## src/rtl/uvr_pkg.sv

```systemverilog
package uvr_pkg;
  typedef enum logic [1:0] {
    ST_IDLE  = 2'd0,
    ST_START = 2'd1,
    ST_DATA  = 2'd2,
    ST_STOP  = 2'd3
  } rx_state_t;
endpackage

```

## src/rtl/uvr_sync.sv

```systemverilog
module uvr_sync #(
  parameter int STAGES = 2
) (
  input  logic clk,
  input  logic rst,
  input  logic din,
  output logic dout
);
  logic [STAGES-1:0] chain;

  generate
    for (genvar i = 0; i < STAGES; i++) begin : g_stage
      if (i == 0) begin : g_first
        always_ff @(posedge clk) begin
          if (rst) chain[0] <= 1'b1;
          else     chain[0] <= din;
        end
      end else begin : g_next
        always_ff @(posedge clk) begin
          if (rst) chain[i] <= 1'b1;
          else     chain[i] <= chain[i-1];
        end
      end
    end
  endgenerate

  assign dout = chain[STAGES-1];
endmodule

```

## src/rtl/uvr_vote.sv

```systemverilog
module uvr_vote #(
  parameter int OVERSAMPLE = 16,
  localparam int PH_W = $clog2(OVERSAMPLE),
  localparam int MID  = OVERSAMPLE / 2
) (
  input  logic            clk,
  input  logic            rst,
  input  logic            tick,
  input  logic            active,
  input  logic [PH_W-1:0] phase,
  input  logic            line,
  output logic            vote_valid,
  output logic            vote_bit
);
  localparam logic [PH_W-1:0] PH_A = PH_W'(MID - 1);
  localparam logic [PH_W-1:0] PH_B = PH_W'(MID);
  localparam logic [PH_W-1:0] PH_C = PH_W'(MID + 1);

  logic samp_a, samp_b;

  always_ff @(posedge clk) begin
    if (rst) begin
      samp_a <= 1'b1;
      samp_b <= 1'b1;
    end else if (tick && active) begin
      if (phase == PH_A) samp_a <= line;
      if (phase == PH_B) samp_b <= line;
    end
  end

  assign vote_valid = tick && active && (phase == PH_C);
  assign vote_bit   = (samp_a & samp_b) | (samp_a & line) | (samp_b & line);

  // two agreeing stored samples decide the bit whatever the third one is
  assert_two_agree_R4: assert property (@(posedge clk) disable iff (rst)
    (vote_valid && (samp_a == samp_b)) |-> (vote_bit == samp_a));
endmodule

```

## src/rtl/uvr_frame.sv

```systemverilog
module uvr_frame
  import uvr_pkg::*;
#(
  parameter int OVERSAMPLE = 16,
  parameter int DATA_W     = 8,
  localparam int PH_W = $clog2(OVERSAMPLE),
  localparam int NB   = DATA_W + 1,
  localparam int BC_W = $clog2(NB + 1)
) (
  input  logic              clk,
  input  logic              rst,
  input  logic              tick,
  input  logic              line,
  input  logic              nine_bit_mode,
  input  logic              addr_filter_en,
  output logic              frame_ok,
  output logic [DATA_W-1:0] frame_byte,
  output logic              frame_bit9
);
  localparam logic [PH_W-1:0] PH_LAST   = PH_W'(OVERSAMPLE - 1);
  localparam logic [BC_W-1:0] LAST_LONG  = BC_W'(NB - 1);
  localparam logic [BC_W-1:0] LAST_SHORT = BC_W'(NB - 2);

  rx_state_t       state;
  logic [PH_W-1:0] phase;
  logic [BC_W-1:0] bit_cnt;
  logic [NB-1:0]   shreg;
  logic            mode_long, mode_filt;
  logic            vote_valid, vote_bit;
  logic [BC_W-1:0] last_bit;

  uvr_vote #(.OVERSAMPLE(OVERSAMPLE)) vote_i (
    .clk        (clk),
    .rst        (rst),
    .tick       (tick),
    .active     (state != ST_IDLE),
    .phase      (phase),
    .line       (line),
    .vote_valid (vote_valid),
    .vote_bit   (vote_bit)
  );

  assign last_bit = mode_long ? LAST_LONG : LAST_SHORT;

  always_ff @(posedge clk) begin
    if (rst) begin
      state     <= ST_IDLE;
      phase     <= '0;
      bit_cnt   <= '0;
      shreg     <= '0;
      mode_long <= 1'b0;
      mode_filt <= 1'b0;
    end else if (tick) begin
      case (state)
        ST_IDLE: begin
          if (!line) begin
            state     <= ST_START;
            phase     <= PH_W'(1);
            mode_long <= nine_bit_mode;
            mode_filt <= addr_filter_en;
          end
        end
        ST_START: begin
          if (vote_valid && vote_bit) begin
            state <= ST_IDLE;
            phase <= '0;
          end else if (phase == PH_LAST) begin
            state   <= ST_DATA;
            phase   <= '0;
            bit_cnt <= '0;
          end else begin
            phase <= phase + 1'b1;
          end
        end
        ST_DATA: begin
          if (vote_valid) shreg <= {vote_bit, shreg[NB-1:1]};
          if (phase == PH_LAST) begin
            phase <= '0;
            if (bit_cnt == last_bit) state <= ST_STOP;
            else bit_cnt <= bit_cnt + 1'b1;
          end else begin
            phase <= phase + 1'b1;
          end
        end
        ST_STOP: begin
          if (vote_valid) begin
            state <= ST_IDLE;
            phase <= '0;
          end else begin
            phase <= phase + 1'b1;
          end
        end
        default: state <= ST_IDLE;
      endcase
    end
  end

  assign frame_byte = mode_long ? shreg[DATA_W-1:0] : shreg[DATA_W:1];
  assign frame_bit9 = mode_long & shreg[DATA_W];
  assign frame_ok   = (state == ST_STOP) && vote_valid && vote_bit &&
                      !(mode_long && mode_filt && !shreg[DATA_W]);

  // a start bit that votes high sends the receiver back to idle
  assert_false_start_R5: assert property (@(posedge clk) disable iff (rst)
    (state == ST_START && vote_valid && vote_bit) |=> (state == ST_IDLE));
  // a completed frame always leaves the receiver idle
  assert_done_idle_R2: assert property (@(posedge clk) disable iff (rst)
    frame_ok |=> (state == ST_IDLE));
endmodule

```

## src/rtl/uvr_hold.sv

```systemverilog
module uvr_hold #(
  parameter int DATA_W = 8
) (
  input  logic              clk,
  input  logic              rst,
  input  logic              load,
  input  logic [DATA_W-1:0] din,
  input  logic              din9,
  input  logic              rd,
  output logic [DATA_W-1:0] dout,
  output logic              dout9,
  output logic              ready,
  output logic              overrun
);
  always_ff @(posedge clk) begin
    if (rst) begin
      dout    <= '0;
      dout9   <= 1'b0;
      ready   <= 1'b0;
      overrun <= 1'b0;
    end else begin
      if (rd) begin
        ready   <= 1'b0;
        overrun <= 1'b0;
      end
      if (load) begin
        if (!ready || rd) begin
          dout  <= din;
          dout9 <= din9;
          ready <= 1'b1;
        end else begin
          overrun <= 1'b1;
        end
      end
    end
  end

  // a read with no load in the same cycle empties the holding register
  assert_read_clears_R10: assert property (@(posedge clk) disable iff (rst)
    (rd && !load) |=> (!ready && !overrun));
  // a frame arriving on a full register keeps the old data and flags it
  assert_overrun_keeps_R9: assert property (@(posedge clk) disable iff (rst)
    (load && ready && !rd) |=> (overrun && $stable(dout) && $stable(dout9)));
  // the overrun flag only rises while data was waiting
  assert_overrun_cause_R9: assert property (@(posedge clk) disable iff (rst)
    $rose(overrun) |-> $past(ready));
endmodule

```

## src/rtl/uart_vote_rx.sv

```systemverilog
module uart_vote_rx #(
  parameter int OVERSAMPLE  = 16,
  parameter int DATA_W      = 8,
  parameter int SYNC_STAGES = 2
) (
  input  logic              clk,
  input  logic              rst,
  input  logic              rxd_in,
  input  logic              tick_16x,
  input  logic              nine_bit_mode,
  input  logic              addr_filter_en,
  input  logic              rd_strobe,
  output logic [DATA_W-1:0] rx_byte,
  output logic              rx_bit9,
  output logic              rx_ready,
  output logic              rx_overrun
);
  logic              line_s;
  logic              frame_ok;
  logic [DATA_W-1:0] frame_byte;
  logic              frame_bit9;

  uvr_sync #(.STAGES(SYNC_STAGES)) sync_i (
    .clk  (clk),
    .rst  (rst),
    .din  (rxd_in),
    .dout (line_s)
  );

  uvr_frame #(.OVERSAMPLE(OVERSAMPLE), .DATA_W(DATA_W)) frame_i (
    .clk            (clk),
    .rst            (rst),
    .tick           (tick_16x),
    .line           (line_s),
    .nine_bit_mode  (nine_bit_mode),
    .addr_filter_en (addr_filter_en),
    .frame_ok       (frame_ok),
    .frame_byte     (frame_byte),
    .frame_bit9     (frame_bit9)
  );

  uvr_hold #(.DATA_W(DATA_W)) hold_i (
    .clk     (clk),
    .rst     (rst),
    .load    (frame_ok),
    .din     (frame_byte),
    .din9    (frame_bit9),
    .rd      (rd_strobe),
    .dout    (rx_byte),
    .dout9   (rx_bit9),
    .ready   (rx_ready),
    .overrun (rx_overrun)
  );
endmodule

```

## config.mk

```make
export PLATFORM = sky130hd
export DESIGN_NAME = uart_vote_rx
export DESIGN_NICKNAME = d
export VERILOG_FILES = /design/src/rtl/uvr_pkg.sv /design/src/rtl/uvr_sync.sv /design/src/rtl/uvr_vote.sv /design/src/rtl/uvr_frame.sv /design/src/rtl/uvr_hold.sv /design/src/rtl/uart_vote_rx.sv
export SDC_FILE = /design/constraint.sdc
export NUM_CORES = 1
export LEC_CHECK = 0
export ABC_AREA = 0
export CORE_ASPECT_RATIO = 1.1
export CORE_UTILIZATION = 40
export CTS_BUF_LIST = sky130_fd_sc_hd__clkbuf_16
export CTS_CLUSTER_DIAMETER = 50
export DETAILED_ROUTE_END_ITERATION = 10
export GPL_TIMING_DRIVEN = 0
export PLACE_DENSITY = 0.69
export SLEW_MARGIN = 20
export SYNTH_ARGS = -nofsm -noshare
export SYNTH_HDL_FRONTEND = slang
export SYNTH_SLANG_ARGS = --single-unit
```

## constraint.sdc

```tcl
create_clock -name clk -period 3.5 [get_ports clk]
set_input_delay 0.7 -clock clk [delete_from_list [all_inputs] [get_ports clk]]
set_output_delay 0.7 -clock clk [all_outputs]
set_load 0.005 [all_outputs]
```

==> results of run 1 <==
[power by group]
group | leakage [nW] | total (mW) | switching (mW) | internal (mW)
Sequential | 0.291 | 0.416 | 0.00313 | 0.413
Combinational | 0.458 | 0.0425 | 0.0252 | 0.0173
Clock | 0.0850 | 0.493 | 0.162 | 0.332
[synth_stat cells, drive strengths merged]
library cell and instances:
a211oi 8, a21boi 1, a21oi 9, a221o 1
a221oi 2, a22oi 1, a31oi 3, a32oi 1
and2 3, and2b 1, and3 2, and4bb 1
buf 4, clkbuf 4, dfxtp 36, ha 8
inv 6, maj3 1, mux2i 21, nand2 15
nand2b 1, nand3 12, nand3b 2, nand4 1
nand4b 1, nor2 26, nor2b 3, nor3 6
nor4 1, o2111ai 1, o211a 1, o21ai 5
or2 2, or3 1, or4 1, xnor2 1
[worst paths after layout]
check / startpoint / endpoint / slack (ps) / depth (start not counted)
setup / recovery: tick_16x / hold_i.dout[3] / 1120 / 7
hold / removal: sync_i.chain[0] / sync_i.dout / 410 / 1
setup reg to reg: frame_i.state[0] / hold_i.dout[3] / 1250 / 8
hold reg to reg: sync_i.chain[0] / sync_i.dout / 410 / 1
[logic make-up after synthesis]
| kind of cell | share of synthesized area |
|---|---|
| AOI/OAI and AO/OA | 0.1295 |
| adders and majority gates | 0.06264 |
| muxes | 0.1196 |
| DFF | 0.4100 |
| and+or+nand+nor | 0.2377 |
| buffers and inverters | 0.03558 |
| xor gates and xnor gates | 0.004983 |
[through the flow]
step	total power, mW	cells	utilization
2_1_floorplan	0.4506	193	-
3_3_place_gp	0.4669	262	0.4881
3_5_place_dp	0.4671	262	0.4881
4_1_cts	0.9608	270	0.5282
5_1_grt	0.9835	270	0.5282
6_report	0.9520	270	0.5282
[metal layers]
layer  global-route usage  share of wire
met1               0.2260           0.49
met2               0.2623           0.46
met3              0.03822          0.032
met4              0.09420          0.018
met5                    0              0
[state kept, by name, summed over array words and instances, names as in the netlist, 4 cells and up, named ones only]
name,flops
frame_i.bit_cnt,4
frame_i.phase,4
frame_i.shreg,9
hold_i.dout,8
[layout make-up]
type | instances | area (um2) | share of cell area
inverter | 6 | 22.52 | 0.01044
timing repair buffer | 17 | 170.2 | 0.07889
clock buffer | 5 | 125.1 | 0.05800
buffer | 8 | 40.04 | 0.01856
clock inverter | 3 | 38.79 | 0.01798
tap | 52 | 65.06 | 0.03016
sequential | 36 | 720.7 | 0.3341
multi-input combinational | 143 | 974.7 | 0.4519
==> out/results.ini, run 1 <==
[timing]
period_needed_ps=2383
worst_pin_slew_ps=521.4
slew_headroom=0.6524
fmax_ghz=0.4197
finalHoldViolations=0
fin_ws_ps=1117
slew_violations=0
min_period_over_period=0.6807
rsz0062_at_grt=false
fin_tns_setup_ps=0
finClkSkew_ps=2.065
setup_viol=0
holdWs_ps=409.3

[setup_path]
worst_ep_required_time_ps=3700
path_buf_inv=2
critPathTopFamily=simple AND/OR/NAND/NOR gates
crit_arrival_ps=2580
start_kind=input port
criticalPathCategory=input port to flip-flop
critical-path-max-stage-delay_ps=570
critPathCaptureType=flip-flop
critPathMaxFanout=10
path_cells=clkdlybuf4s50_1 -> and4bb_4 -> nand3_4 -> nor3_4 -> buf_6 -> nor2_2 -> a211oi_2
cp_slowest_cell=clkdlybuf4s50_1

[detailed_routing]
drc=0
via_count=1412
routed_wl_um=3518
wire_per_inst_um=13.03
drt_iter0_drc=64
drt_first_pass_iters=4
viasPerCell=5.230
drtAntennaViolNets=0

[global_routing]
grt_pass1_vias=1353
grt_max_degree=12
grt_remaining_overflow=0
grt_pass1_wl_um=6072
grtUsageTotal=0.1726
antenna_found_initial=0

[power]
ir_drop_v=0.0003241
power_density_nw_per_um2=441.4
p_leak_nw=0.8333

[placed_design]
numPortBuffers=17
hpwlAfterDp_um=2486
post_dp_cell_area_um2=1993
place_ws_ps=837.2
gp_routability_congestion=0.8134

[clock_tree]
clockRootBuffer=clkbuf_16
clk_pin_slew_worst_paths_ps=50
cts_resized=0
cts_setup_buffers=0
insertion_delay_ps=280
cts_buffers=5
cts_tree=built
hold_buffers=0
cts.path.max_buffers=2
clkSinkCount=36
cts_max_level=2

[floorplanning]
start_util=0.4305
ios=18
die_w_um=65.21
die_area_um2=4664
die_h_um=71.53
num_rows=24
coreArea_um2=4084

[layout]
layout_commonest_cell=dfxtp_1
area_delta_synth_final_pct=22.70
fillers=392
final_cell_mix=dfxtp_1, nor2_1, mux2i_1, clkdlybuf4s50_1, nand2_1
fin_area_um2=2157
final_nets=232
n_antenna_cell=0
drive_gt1_frac=0.08716

[synthesis]
yosysTopAreaCell=dfxtp_1
ys_ff_latch=36
synth_area_per_cell_um2=9.108
syn_area_um2=1758
postSynthCellCount=193
synth_area_leaders=dfxtp_1, mux2i_1, ha_1
post_synth_num_cell_types=44
syn_nets=208
yosysWarnings=0
yosysTopAreaCellShare=0.4100
ys_seq_area_frac=0.4100

[run]
maxCapViolations=0

[worst_hold_path]
hold_class=flip-flop to flip-flop

[outcome]
status=completed

No activity file was read; power rests on OpenSTA's default activity.
==> inputs of run 2 (changes only) <==
- PLACE_DENSITY: 0.69 -> 0.71
- clock period: 3.5 -> 1.98 ns (I/O delays scaled with it)
==> out/results.ini, run 2 (synthesis gave the netlist of run 1 again) <==
[outcome]
status=completed  ; unchanged

[detailed_routing]
routed_wl_um=3576  ; was 3518 um
via_count=1489  ; was 1,412
drtAntennaViolNets=0  ; unchanged
drt_iter0_drc=59  ; was 64
drt_first_pass_iters=5  ; was 4
viasPerCell=5.395  ; was 5.230
drc=0  ; unchanged
wire_per_inst_um=12.96  ; was 13.03 um

[floorplanning]
die_w_um=65.21  ; unchanged
num_rows=24  ; unchanged
die_area_um2=4664  ; unchanged
die_h_um=71.53  ; unchanged
coreArea_um2=4084  ; unchanged
start_util=0.4305  ; unchanged
ios=18  ; unchanged

[timing]
period_needed_ps=1901
fin_tns_setup_ps=0  ; unchanged
slew_violations=0  ; unchanged
slew_headroom=0.6217  ; was 0.6524
rsz0062_at_grt=false  ; unchanged
fin_ws_ps=79.29  ; was 1117 ps
fmax_ghz=0.5261
finalHoldViolations=0  ; unchanged
finClkSkew_ps=3.671  ; was 2.065 ps
min_period_over_period=0.9600
worst_pin_slew_ps=567.4  ; was 521.4 ps
setup_viol=0  ; unchanged

[layout]
layout_commonest_cell=dfxtp_1  ; unchanged
final_nets=238  ; was 232
drive_gt1_frac=0.1429  ; was 0.08716
n_antenna_cell=0  ; unchanged
final_core_util=0.5466  ; was 0.5282
multi_input_comb_area_um2=993.5  ; was 974.7 um2
area_delta_synth_final_pct=26.98  ; was 22.70%
seqCellArea_um2=725.7  ; was 720.7 um2
fillers=391  ; was 392
regMostFlops=frame_i.shreg  ; unchanged
largest_register_ffs=9  ; unchanged
top_regs=frame_i.shreg: 9 flops, hold_i.dout: 8 flops  ; unchanged
final_cell_mix=dfxtp_1, nor2_1, mux2i_1, clkdlybuf4s50_1, nand2_1  ; unchanged

[setup_path]
criticalPathCategory=flip-flop to flip-flop  ; was input port to flip-flop
critical-path-max-stage-delay_ps=410  ; was 570 ps
path_cells=inv_2 -> ha_4 -> and4bb_4 -> nand3_4 -> a221o_1 -> buf_4 -> nand3_1 -> a21oi_1  ; was clkdlybuf4s50_1 -> and4bb_4 -> nand3_4 -> nor3_4 -> buf_6 -> nor2_2 -> a211oi_2
critPathTopFamily=simple AND/OR/NAND/NOR gates  ; unchanged
cp_slowest_cell=a221o_1  ; was clkdlybuf4s50_1
path_buf_inv=2  ; unchanged
critPathCaptureType=flip-flop  ; unchanged
crit_arrival_ps=2040  ; was 2580 ps
critPathMaxFanout=5  ; was 10
worst_ep_required_time_ps=2120  ; was 3700 ps
start_kind=flip-flop  ; was input port

[clock_tree]
clkSinkCount=36  ; unchanged
clockRootBuffer=clkbuf_16  ; unchanged
insertion_delay_ps=280  ; about the same
cts_buffers=5  ; unchanged
clk_pin_slew_worst_paths_ps=50  ; about the same
cts_tree=built  ; unchanged
cts.path.max_buffers=2  ; unchanged
cts_max_level=2  ; unchanged
hold_buffers=0  ; unchanged

[placed_design]
numPortBuffers=17  ; unchanged
hpwlAfterDp_um=2479  ; was 2486 um
place_ws_ps=-338.9  ; was 837.2 ps
gp_routability_congestion=0.7898  ; was 0.8134

[power]
power_density_nw_per_um2=760.4  ; was 441.4 nW/um2
ir_drop_v=0.0003465  ; was 0.0003241 V
p_leak_nw=0.8826  ; was 0.8333 nW
p_total_mw=1.697  ; was 952.0 uW

[worst_hold_path]
hold_class=flip-flop to flip-flop  ; unchanged
min_from=sync_i.chain[0]  ; unchanged

[run]
maxCapViolations=0  ; unchanged

[global_routing]
grt_max_degree=12  ; unchanged
antenna_found_initial=0  ; unchanged
grt_pass1_vias=1320  ; was 1,353
grt_pass1_wl_um=6037  ; was 6072 um
grtUsageTotal=0.1706  ; was 0.1726
grt_remaining_overflow=0  ; unchanged

-- run 2: changes by cell type in the layout (fill, tap and decap cells not counted), sizes merged --
cell	before	now
buf	4	10
clkdlybuf4s50	17	16
dlymetal6s2s	0	1
-- run 2: worst paths after layout --
| kind | end | slack, ps | cells after the start |
|---|---|---|---|
| setup / recovery | frame_i.phase[3] | 80 | 8 |
| hold reg to reg | sync_i.dout | 410 | 1 |
| hold / removal | sync_i.dout | 410 | 1 |
| setup reg to reg | frame_i.phase[3] | 80 | 8 |
-- run 2: report_power, final --
part	switching, mW	leakage [nW]	total, mW	internal, mW
Clock	0.292	0.0850	0.878	0.586
Sequential	0.00467	0.292	0.735	0.730
Combinational	0.0479	0.506	0.0846	0.0367
-- run 2: repair_timing --
| action | in CTS | in global routing |
|---|---|---|
| setup buffers | 4 | 3 |
| cloned | 0 | 0 |
| endpoints found under the setup margin | 14 | 14 |
| pin swaps | 4 | 3 |
| resized for setup | 1 | 9 |
-- run 2: through the flow --
stage	hold WS (ps)	cell area [um2]	cells
6_report	405.9	2232	276
5_1_grt	424.5	2232	276
4_1_cts	411.0	2188	274
3_5_place_dp	398.8	1993	262
3_3_place_gp	392.9	1993	262
2_1_floorplan	389.5	1758	193
-- run 2: routing by layer --
metal / global-route usage / vias up / share of wire
li1: - / 748 / -
met1: 0.2148 / 697 / 0.46
met2: 0.2646 / 36 / 0.48
met3: 0.05892 / 8 / 0.046
met4: 0.07005 / 0 / 0.018
met5: 0 / - / 0
-- run 2: layout make-up --
cell class	count	share of cell area
clock inverters	3	0.01738
flip-flops and latches	36	0.3251
multi-input cells	143	0.4451
clock buffers	5	0.05605
inverters	6	0.01009
repair buffers	24	0.1009
well taps	52	0.02915
plain buffers	7	0.01626
-- run 2: worst reg2reg max path, cell delays in order, from the launching register on --
cell and delay, ps:
dfxtp_2 350, inv_2 60, ha_4 160, and4bb_4 360
nand3_4 120, a221o_1 410, buf_4 160, nand3_1 70
a21oi_1 60
